**src/rtl/epbuf_pkg.sv**
```systemverilog
package epbuf_pkg;
  // Strobes from the control into the datapath, already gated by occupancy.
  typedef struct packed {
    logic prodWr;      // store one byte into the producer bank
    logic prodCommit;  // latch the count, clear the write pointer
    logic prodDrop;    // clear the write pointer, keep the old count
    logic prodBank;    // bank the producer owns
    logic consRd;      // step the read pointer
    logic consNext;    // bank consumed, clear the read pointer
    logic consRewind;  // retry, clear the read pointer
    logic consBank;    // bank the consumer owns
    logic consValid;   // the consumer bank holds a committed packet
  } epbStrobe_t;
endpackage

```
**src/rtl/epbuf_ctrl.sv**
```systemverilog
module epbuf_ctrl
  import epbuf_pkg::*;
(
  input  logic       clk,
  input  logic       rstN,
  input  logic       prodWrReq,
  input  logic       prodCommitReq,
  input  logic       prodDropReq,
  input  logic       consRdReq,
  input  logic       consDoneReq,
  input  logic       consFailReq,
  output epbStrobe_t stb,
  output logic       prodAvail,
  output logic       consAvail
);
  typedef enum logic [1:0] {OCC_NONE = 2'd0, OCC_ONE = 2'd1, OCC_TWO = 2'd2} occ_t;

  occ_t occ, occNext;
  logic prodSel, consSel;
  logic doWr, doCommit, doDrop, doRd, doDone, doFail;

  assign prodAvail = (occ != OCC_TWO);
  assign consAvail = (occ != OCC_NONE);

  // A commit or drop takes precedence over a byte strobe in the same cycle.
  assign doCommit = prodCommitReq & prodAvail;
  assign doDrop   = prodDropReq & prodAvail & ~prodCommitReq;
  assign doWr     = prodWrReq & prodAvail & ~prodCommitReq & ~prodDropReq;
  assign doDone   = consDoneReq & consAvail;
  assign doFail   = consFailReq & consAvail & ~consDoneReq;
  assign doRd     = consRdReq & consAvail & ~consDoneReq & ~consFailReq;

  always_comb begin
    occNext = occ;
    unique case ({doCommit, doDone})
      2'b10: begin
        if (occ == OCC_NONE) occNext = OCC_ONE;
        else                 occNext = OCC_TWO;
      end
      2'b01: begin
        if (occ == OCC_TWO) occNext = OCC_ONE;
        else                occNext = OCC_NONE;
      end
      default: occNext = occ;
    endcase
  end

  always_ff @(posedge clk or negedge rstN) begin
    if (!rstN) begin
      occ     <= OCC_NONE;
      prodSel <= 1'b0;
      consSel <= 1'b0;
    end else begin
      occ <= occNext;
      if (doCommit) prodSel <= ~prodSel;
      if (doDone)   consSel <= ~consSel;
    end
  end

  always_comb begin
    stb.prodWr     = doWr;
    stb.prodCommit = doCommit;
    stb.prodDrop   = doDrop;
    stb.prodBank   = prodSel;
    stb.consRd     = doRd;
    stb.consNext   = doDone;
    stb.consRewind = doFail;
    stb.consBank   = consSel;
    stb.consValid  = consAvail;
  end

  // a full buffer stays full until the consumer frees a bank.
  p_full_hold_r3: assert property (@(posedge clk) disable iff (!rstN)
    (occ == OCC_TWO && !doDone) |=> occ == OCC_TWO);
  // each commit hands the producer the other bank.
  p_commit_flip_r4: assert property (@(posedge clk) disable iff (!rstN)
    doCommit |=> prodSel != $past(prodSel));
  // each completion moves the consumer to the other bank.
  p_done_flip_r4: assert property (@(posedge clk) disable iff (!rstN)
    doDone |=> consSel != $past(consSel));
  // a failed transfer leaves the occupancy and the consumer bank unchanged.
  p_fail_hold_r6: assert property (@(posedge clk) disable iff (!rstN)
    (doFail && !doCommit) |=> (occ == $past(occ)) && (consSel == $past(consSel)));
  // an empty buffer stays empty until something is committed.
  p_empty_hold_r5: assert property (@(posedge clk) disable iff (!rstN)
    (occ == OCC_NONE && !doCommit) |=> occ == OCC_NONE);
endmodule

```
**src/rtl/epbuf_data.sv**
```systemverilog
module epbuf_data
  import epbuf_pkg::*;
#(
  parameter int BANK_BYTES = 64,
  parameter bit COUNT_FROM_WRPTR = 1'b0,
  localparam int CNT_W = $clog2(BANK_BYTES + 1),
  localparam int ADDR_W = $clog2(BANK_BYTES)
) (
  input  logic             clk,
  input  logic             rstN,
  input  epbStrobe_t       stb,
  input  logic [7:0]       wrData,
  input  logic [CNT_W-1:0] commitCnt,
  output logic [7:0]       rdData,
  output logic [CNT_W-1:0] consCount
);
  localparam logic [CNT_W-1:0] FULL_CNT = CNT_W'(BANK_BYTES);

  logic [CNT_W-1:0] wrPtr, rdPtr, newCnt, satCnt, curCnt;
  logic [CNT_W-1:0] bankCnt [2];
  logic [7:0]       bankRd  [2];
  logic             canRd;

  assign satCnt = (commitCnt > FULL_CNT) ? FULL_CNT : commitCnt;
  assign newCnt = COUNT_FROM_WRPTR ? wrPtr : satCnt;

  for (genvar b = 0; b < 2; b++) begin : g_bank
    logic [7:0]       store [BANK_BYTES];
    logic [CNT_W-1:0] cnt;

    always_ff @(posedge clk) begin
      if (stb.prodWr && (stb.prodBank == 1'(b)) && (wrPtr < FULL_CNT))
        store[wrPtr[ADDR_W-1:0]] <= wrData;
    end

    always_ff @(posedge clk or negedge rstN) begin
      if (!rstN) cnt <= '0;
      else if (stb.prodCommit && (stb.prodBank == 1'(b))) cnt <= newCnt;
    end

    assign bankCnt[b] = cnt;
    assign bankRd[b]  = store[rdPtr[ADDR_W-1:0]];
  end

  assign curCnt    = bankCnt[stb.consBank];
  assign canRd     = stb.consValid && (rdPtr < curCnt);
  assign rdData    = canRd ? bankRd[stb.consBank] : 8'd0;
  assign consCount = stb.consValid ? curCnt : '0;

  always_ff @(posedge clk or negedge rstN) begin
    if (!rstN) begin
      wrPtr <= '0;
      rdPtr <= '0;
    end else begin
      if (stb.prodCommit || stb.prodDrop)        wrPtr <= '0;
      else if (stb.prodWr && (wrPtr < FULL_CNT)) wrPtr <= wrPtr + 1'b1;

      if (stb.consNext || stb.consRewind) rdPtr <= '0;
      else if (stb.consRd && canRd)       rdPtr <= rdPtr + 1'b1;
    end
  end

  // the write pointer never passes the end of a bank.
  p_wr_bound_r2: assert property (@(posedge clk) disable iff (!rstN)
    wrPtr <= FULL_CNT);
  // the read pointer never passes the committed count.
  p_rd_bound_r10: assert property (@(posedge clk) disable iff (!rstN)
    stb.consValid |-> rdPtr <= curCnt);
  // a read strobe at the end of a packet does not move the pointer.
  p_rd_stall_r10: assert property (@(posedge clk) disable iff (!rstN)
    (stb.consRd && rdPtr == curCnt && !stb.consNext && !stb.consRewind)
      |=> rdPtr == $past(rdPtr));
  // a dropped packet restarts the next one at byte zero.
  p_drop_clear_r7: assert property (@(posedge clk) disable iff (!rstN)
    stb.prodDrop |=> wrPtr == '0);
  // a stored count never exceeds the bank size.
  p_sat_r11: assert property (@(posedge clk) disable iff (!rstN)
    stb.prodCommit |=> bankCnt[$past(stb.prodBank)] <= FULL_CNT);
endmodule

```
**src/rtl/pingpong_ep_buf.sv**
```systemverilog
module pingpong_ep_buf
  import epbuf_pkg::*;
#(
  parameter int BANK_BYTES = 64,
  parameter bit IS_IN = 1'b1,
  localparam int CNT_W = $clog2(BANK_BYTES + 1)
) (
  input  logic             clk,
  input  logic             rstN,
  input  logic             cpuWrEn,
  input  logic [7:0]       cpuWrData,
  input  logic             cpuCommit,
  input  logic [CNT_W-1:0] cpuCommitCnt,
  input  logic             cpuRdEn,
  output logic [7:0]       cpuRdData,
  input  logic             cpuRelease,
  output logic [CNT_W-1:0] cpuCount,
  output logic             cpuAvail,
  input  logic             usbWrEn,
  input  logic [7:0]       usbWrData,
  input  logic             usbRdEn,
  output logic [7:0]       usbRdData,
  input  logic             usbDone,
  input  logic             usbOk,
  output logic [CNT_W-1:0] usbCount,
  output logic             usbNak
);
  epbStrobe_t       stb;
  logic             prodAvail, consAvail;
  logic [7:0]       rdData, prodData;
  logic [CNT_W-1:0] consCount;

  // Map the two ports onto producer and consumer roles.
  logic prodWrReq, prodCommitReq, prodDropReq, consRdReq, consDoneReq, consFailReq;

  assign prodWrReq     = IS_IN ? cpuWrEn   : usbWrEn;
  assign prodCommitReq = IS_IN ? cpuCommit : (usbDone & usbOk);
  assign prodDropReq   = IS_IN ? 1'b0      : (usbDone & ~usbOk);
  assign consRdReq     = IS_IN ? usbRdEn   : cpuRdEn;
  assign consDoneReq   = IS_IN ? (usbDone & usbOk)  : cpuRelease;
  assign consFailReq   = IS_IN ? (usbDone & ~usbOk) : 1'b0;
  assign prodData      = IS_IN ? cpuWrData : usbWrData;

  epbuf_ctrl u_ctrl (
    .clk          (clk),
    .rstN         (rstN),
    .prodWrReq    (prodWrReq),
    .prodCommitReq(prodCommitReq),
    .prodDropReq  (prodDropReq),
    .consRdReq    (consRdReq),
    .consDoneReq  (consDoneReq),
    .consFailReq  (consFailReq),
    .stb          (stb),
    .prodAvail    (prodAvail),
    .consAvail    (consAvail)
  );

  epbuf_data #(
    .BANK_BYTES      (BANK_BYTES),
    .COUNT_FROM_WRPTR(!IS_IN)
  ) u_data (
    .clk      (clk),
    .rstN     (rstN),
    .stb      (stb),
    .wrData   (prodData),
    .commitCnt(cpuCommitCnt),
    .rdData   (rdData),
    .consCount(consCount)
  );

  assign cpuRdData = IS_IN ? 8'd0 : rdData;
  assign usbRdData = IS_IN ? rdData : 8'd0;
  assign cpuCount  = IS_IN ? '0 : consCount;
  assign usbCount  = IS_IN ? consCount : '0;
  assign usbNak    = IS_IN ? ~consAvail : ~prodAvail;
  assign cpuAvail  = IS_IN ? prodAvail : consAvail;
endmodule

```
**config.mk**
```make
export PLATFORM = sky130hd
export DESIGN_NAME = pingpong_ep_buf
export DESIGN_NICKNAME = d
export VERILOG_FILES = /design/src/rtl/epbuf_pkg.sv /design/src/rtl/epbuf_ctrl.sv /design/src/rtl/epbuf_data.sv /design/src/rtl/pingpong_ep_buf.sv
export SDC_FILE = /design/constraint.sdc
export NUM_CORES = 1
export LEC_CHECK = 0
export BUFFER_PORTS_ARGS = -buffer_cell sky130_fd_sc_hd__buf_2
export CAP_MARGIN = 20
export CORE_MARGIN = 2
export CORE_UTILIZATION = 30
export DETAILED_ROUTE_END_ITERATION = 10
export SETUP_SLACK_MARGIN = 0.2
export SYNTH_ARGS = -nofsm -noshare
export SYNTH_HDL_FRONTEND = slang
export SYNTH_HIERARCHICAL = 1
export SYNTH_SLANG_ARGS = --single-unit
export TNS_END_PERCENT = 5
```
**constraint.sdc**
```tcl
create_clock -name clk -period 6.7 [get_ports clk]
set_clock_uncertainty 0.05 [all_clocks]
set_input_delay 1.005 -clock clk [delete_from_list [all_inputs] [get_ports clk]]
set_output_delay 1.005 -clock clk [all_outputs]
set_load 0.01 [all_outputs]
```
==> impl_metrics.toml <==
[final_layout]
finalNetCount = 2191
utilization = 0.341
drive_gt1_frac = 0.210
area_growth_syn_to_layout_pct = 12.9
final.fill_count = 13018

[setup_path]
critical_path.reg2reg.startpoint = "u_ctrl/occ[1]$_DFFE_PN0P_"
critical_path.startpoint_type = "flop"
ff2ff_path_depth = 5
r2r_setup_slack_ns = 2.95
crit-reg2reg-capture = "u_data/g_bank[0].store[55][3]$_DFFE_PP_"
timing.critical_path.required_ns = 5.64
critPathCaptureType = "output pin"
worstSetupPathType = "reg -> out"
critical_path.max_fanout = 47
cp.arrival_ns = 4.75

[route]
remaining_drc_errors = 0
via_count = 20567
route.antenna.remaining_nets = 0
post_drt_wl_per_cell_um = 24.5
post_drt_via_cell_ratio = 5.01
drt_first_iter_violations = 2485
detail_route.wirelength_mm = 100
drt_first_pass_iters = 6

[clock_network]
hold_buf_cts = 0
clock-sinks = 1056
cts_made_buffers = 102
worst_setup_hold_path_clk_slew_ns = 0.06
ctsHtreeMaxLevel = 3
cts_root_buffer = "sky130_fd_sc_hd__clkbuf_16"
clock_insertion_delay_worst_skew_ns = 0.72
cts_setup_buffers = 0
clk_path_buf_depth = 3
post_cts.resized_instances = 0
cts_tree = "done"

[logic_synthesis]
most_area_consuming_cells_after_synthesis = "sky130_fd_sc_hd__edfxtp_1, sky130_fd_sc_hd__mux4_2, sky130_fd_sc_hd__mux2i_1"
synth-edff-count = 1024
async_reset_ff_frac = 0.0303
synth_cell_type_count = 75
number_of_storage_elements_in_the_synthesis_netlist = 1056
ys.flop_type = "sky130_fd_sc_hd__edfxtp_1"
post-synth-top-count-cell = "sky130_fd_sc_hd__edfxtp_1"
synth_top_cell_by_area = "sky130_fd_sc_hd__edfxtp_1"
post_synthesis_sequential_area_ratio = 0.748
synthTopCellsByCount = "sky130_fd_sc_hd__edfxtp_1, sky130_fd_sc_hd__mux4_2, sky130_fd_sc_hd__nor2_1, sky130_fd_sc_hd__mux2i_1"
synthesis.instances = 2102
synth_warnings = 6
post_synth.cell_area_avg_um2 = 20.1
synthesis.area_um2 = 42200
yosysTopAreaCellShare = 0.729

[status]
status = "finished clean"

[timing]
maxSlewViolCount = 0
max_slew_margin = 0.200
slew_worst_pin_ns = 1.19
final_min_period_over_clock_period = 0.866
timing.fmax_ghz = 0.172
rsz0062_at_grt = "false"
setup_viol = 0
final-hold-violation-count = 0
post-route-min-period_ns = 5.80
fin_setup_tns_ns = 0

[power_and_ir_drop]
ir_drop_v = 0.000321
power.density_cell_area_nw_per_um2 = 331
design_power_total_mw = 15.8
reported_leakage_power_nw = 14.5

[floorplanning]
ios = 65
floorplan.core_area_um2 = 140000
die_area_um2 = 144000
chipHeight_um = 379
die_w_um = 379
start_util = 0.302
row_count = 137

[global_routing]
via_count_of_the_first_global_routing_pass = 20901
grt_pass1_wl_mm = 145
grt_overflow_total = 0
grt_usage = 0.139
antenna_found_initial = 6
grt_max_degree = 92

[run]
timing.max_cap.violations = 0

[place]
globalplace.congestion = 0.869
post-dp-hpwl_mm = 62.3
buffer_ports.inserted = 38

[hold_path]
hp-class = "in -> async"
[power by group]
group / internal (mW) / switching (mW) / total, mW / leakage [nW]
Combinational: 0.995 / 1.47 / 2.46 / 3.27
Clock: 3.38 / 2.49 / 5.87 / 1.64
Sequential: 7.30 / 0.123 / 7.43 / 9.62
[flip-flops by register name, summed over array words and instances, names as in the netlist]
| name | flops |
|---|---|
| u_data/wrPtr | 7 |
| u_ctrl/prodSel | 1 |
| u_ctrl/consSel | 1 |
| u_ctrl/occ | 2 |
| u_data/g_bank.cnt | 14 |
| u_data/g_bank.store | 1024 |
| u_data/rdPtr | 7 |
[through the flow]
step,cell area (um^2),hold WS (ns),std cells,worst slack [ns]
2_1_floorplan,42300,0.393,2118,3.07
3_3_place_gp,44200,0.414,3919,1.76
3_5_place_dp,44200,0.425,3920,1.80
4_1_cts,47600,0.309,4101,1.03
5_1_grt,47600,0.364,4103,0.820
6_report,47600,0.344,4103,0.899
[worst max-delay path by stage]
| stage | from | end | cells past startpoint |
|---|---|---|---|
| 6_report | u_data/rdPtr[0]$_DFFE_PN0P_ | usbRdData[2] | 8 |
| 5_1_grt | u_data/rdPtr[0]$_DFFE_PN0P_ | usbRdData[2] | 8 |
| 2_1_floorplan | u_ctrl/consSel$_DFFE_PN0P_ | usbRdData[2] | 9 |
| 4_1_cts | u_data/rdPtr[0]$_DFFE_PN0P_ | usbRdData[2] | 8 |
| 3_5_place_dp | u_data/rdPtr[0]$_DFFE_PN0P_ | usbRdData[2] | 8 |
| 3_3_place_gp | u_ctrl/consSel$_DFFE_PN0P_ | usbRdData[4] | 9 |
[layer usage]
metal / vias to the layer above / global-route usage / wire [um]
met1: 10865 / 0.187 / 41700
met3: 180 / 0.0351 / 8530
met5: - / 0 / 8
met4: 2 / 0.0509 / 3250
met2: 836 / 0.217 / 46900
li1: 8684 / - / -
[cell usage in the layout, fill, tap and decap left out, types with 22 or more instances in the layout]
cell type and n:
sky130_fd_sc_hd__edfxtp_1 1024, sky130_fd_sc_hd__mux4_2 210, sky130_fd_sc_hd__nor2_1 149, sky130_fd_sc_hd__mux2i_1 114, sky130_fd_sc_hd__clkbuf_16 103, sky130_fd_sc_hd__nand2_1 60, sky130_fd_sc_hd__a22oi_1 53, sky130_fd_sc_hd__buf_4 36
sky130_fd_sc_hd__a21oi_1 34, sky130_fd_sc_hd__buf_2 31, sky130_fd_sc_hd__dfrtp_1 28, sky130_fd_sc_hd__mux4_1 22
[layout make-up]
| cell class | count | area, um^2 | area share |
|---|---|---|---|
| clock buffers | 122 | 2650 | 0.0556 |
| repair buffers | 75 | 581 | 0.0122 |
| clock inverters | 59 | 785 | 0.0165 |
| well taps | 1876 | 2350 | 0.0493 |
| flip-flops and latches | 1056 | 31600 | 0.663 |
| diodes | 1 | 2.50 | 0.0000525 |
| inverters | 13 | 48.8 | 0.00102 |
| multi-input cells | 901 | 9660 | 0.203 |
[worst max-delay path, cell delays in order, from the launching register on]
cell	delay, ns
sky130_fd_sc_hd__dfrtp_4	0.94
sky130_fd_sc_hd__buf_12	0.42
sky130_fd_sc_hd__mux4_2	0.54
sky130_fd_sc_hd__and2_1	0.16
sky130_fd_sc_hd__a211oi_1	0.57
sky130_fd_sc_hd__a211oi_1	0.16
sky130_fd_sc_hd__o22ai_1	0.65
sky130_fd_sc_hd__o32ai_1	0.36
sky130_fd_sc_hd__buf_2	0.24
[kinds of logic (layout without fill, tap and decap cells)]
family                     after synthesis  after routing  share of synthesized area
AOI/OAI and AO/OA                      190            190                     0.0320
xor gates and xnor gates                 7              7                    0.00145
adders and majority gates                9              9                    0.00267
buffers and inverters                  161            269                     0.0248
DFF                                   1056           1056                      0.748
muxes                                  354            354                      0.155
other                                    1             18                  0.0000889
and+or+nand+nor                        324            324                     0.0362
Power figures use the tool's default switching activity.
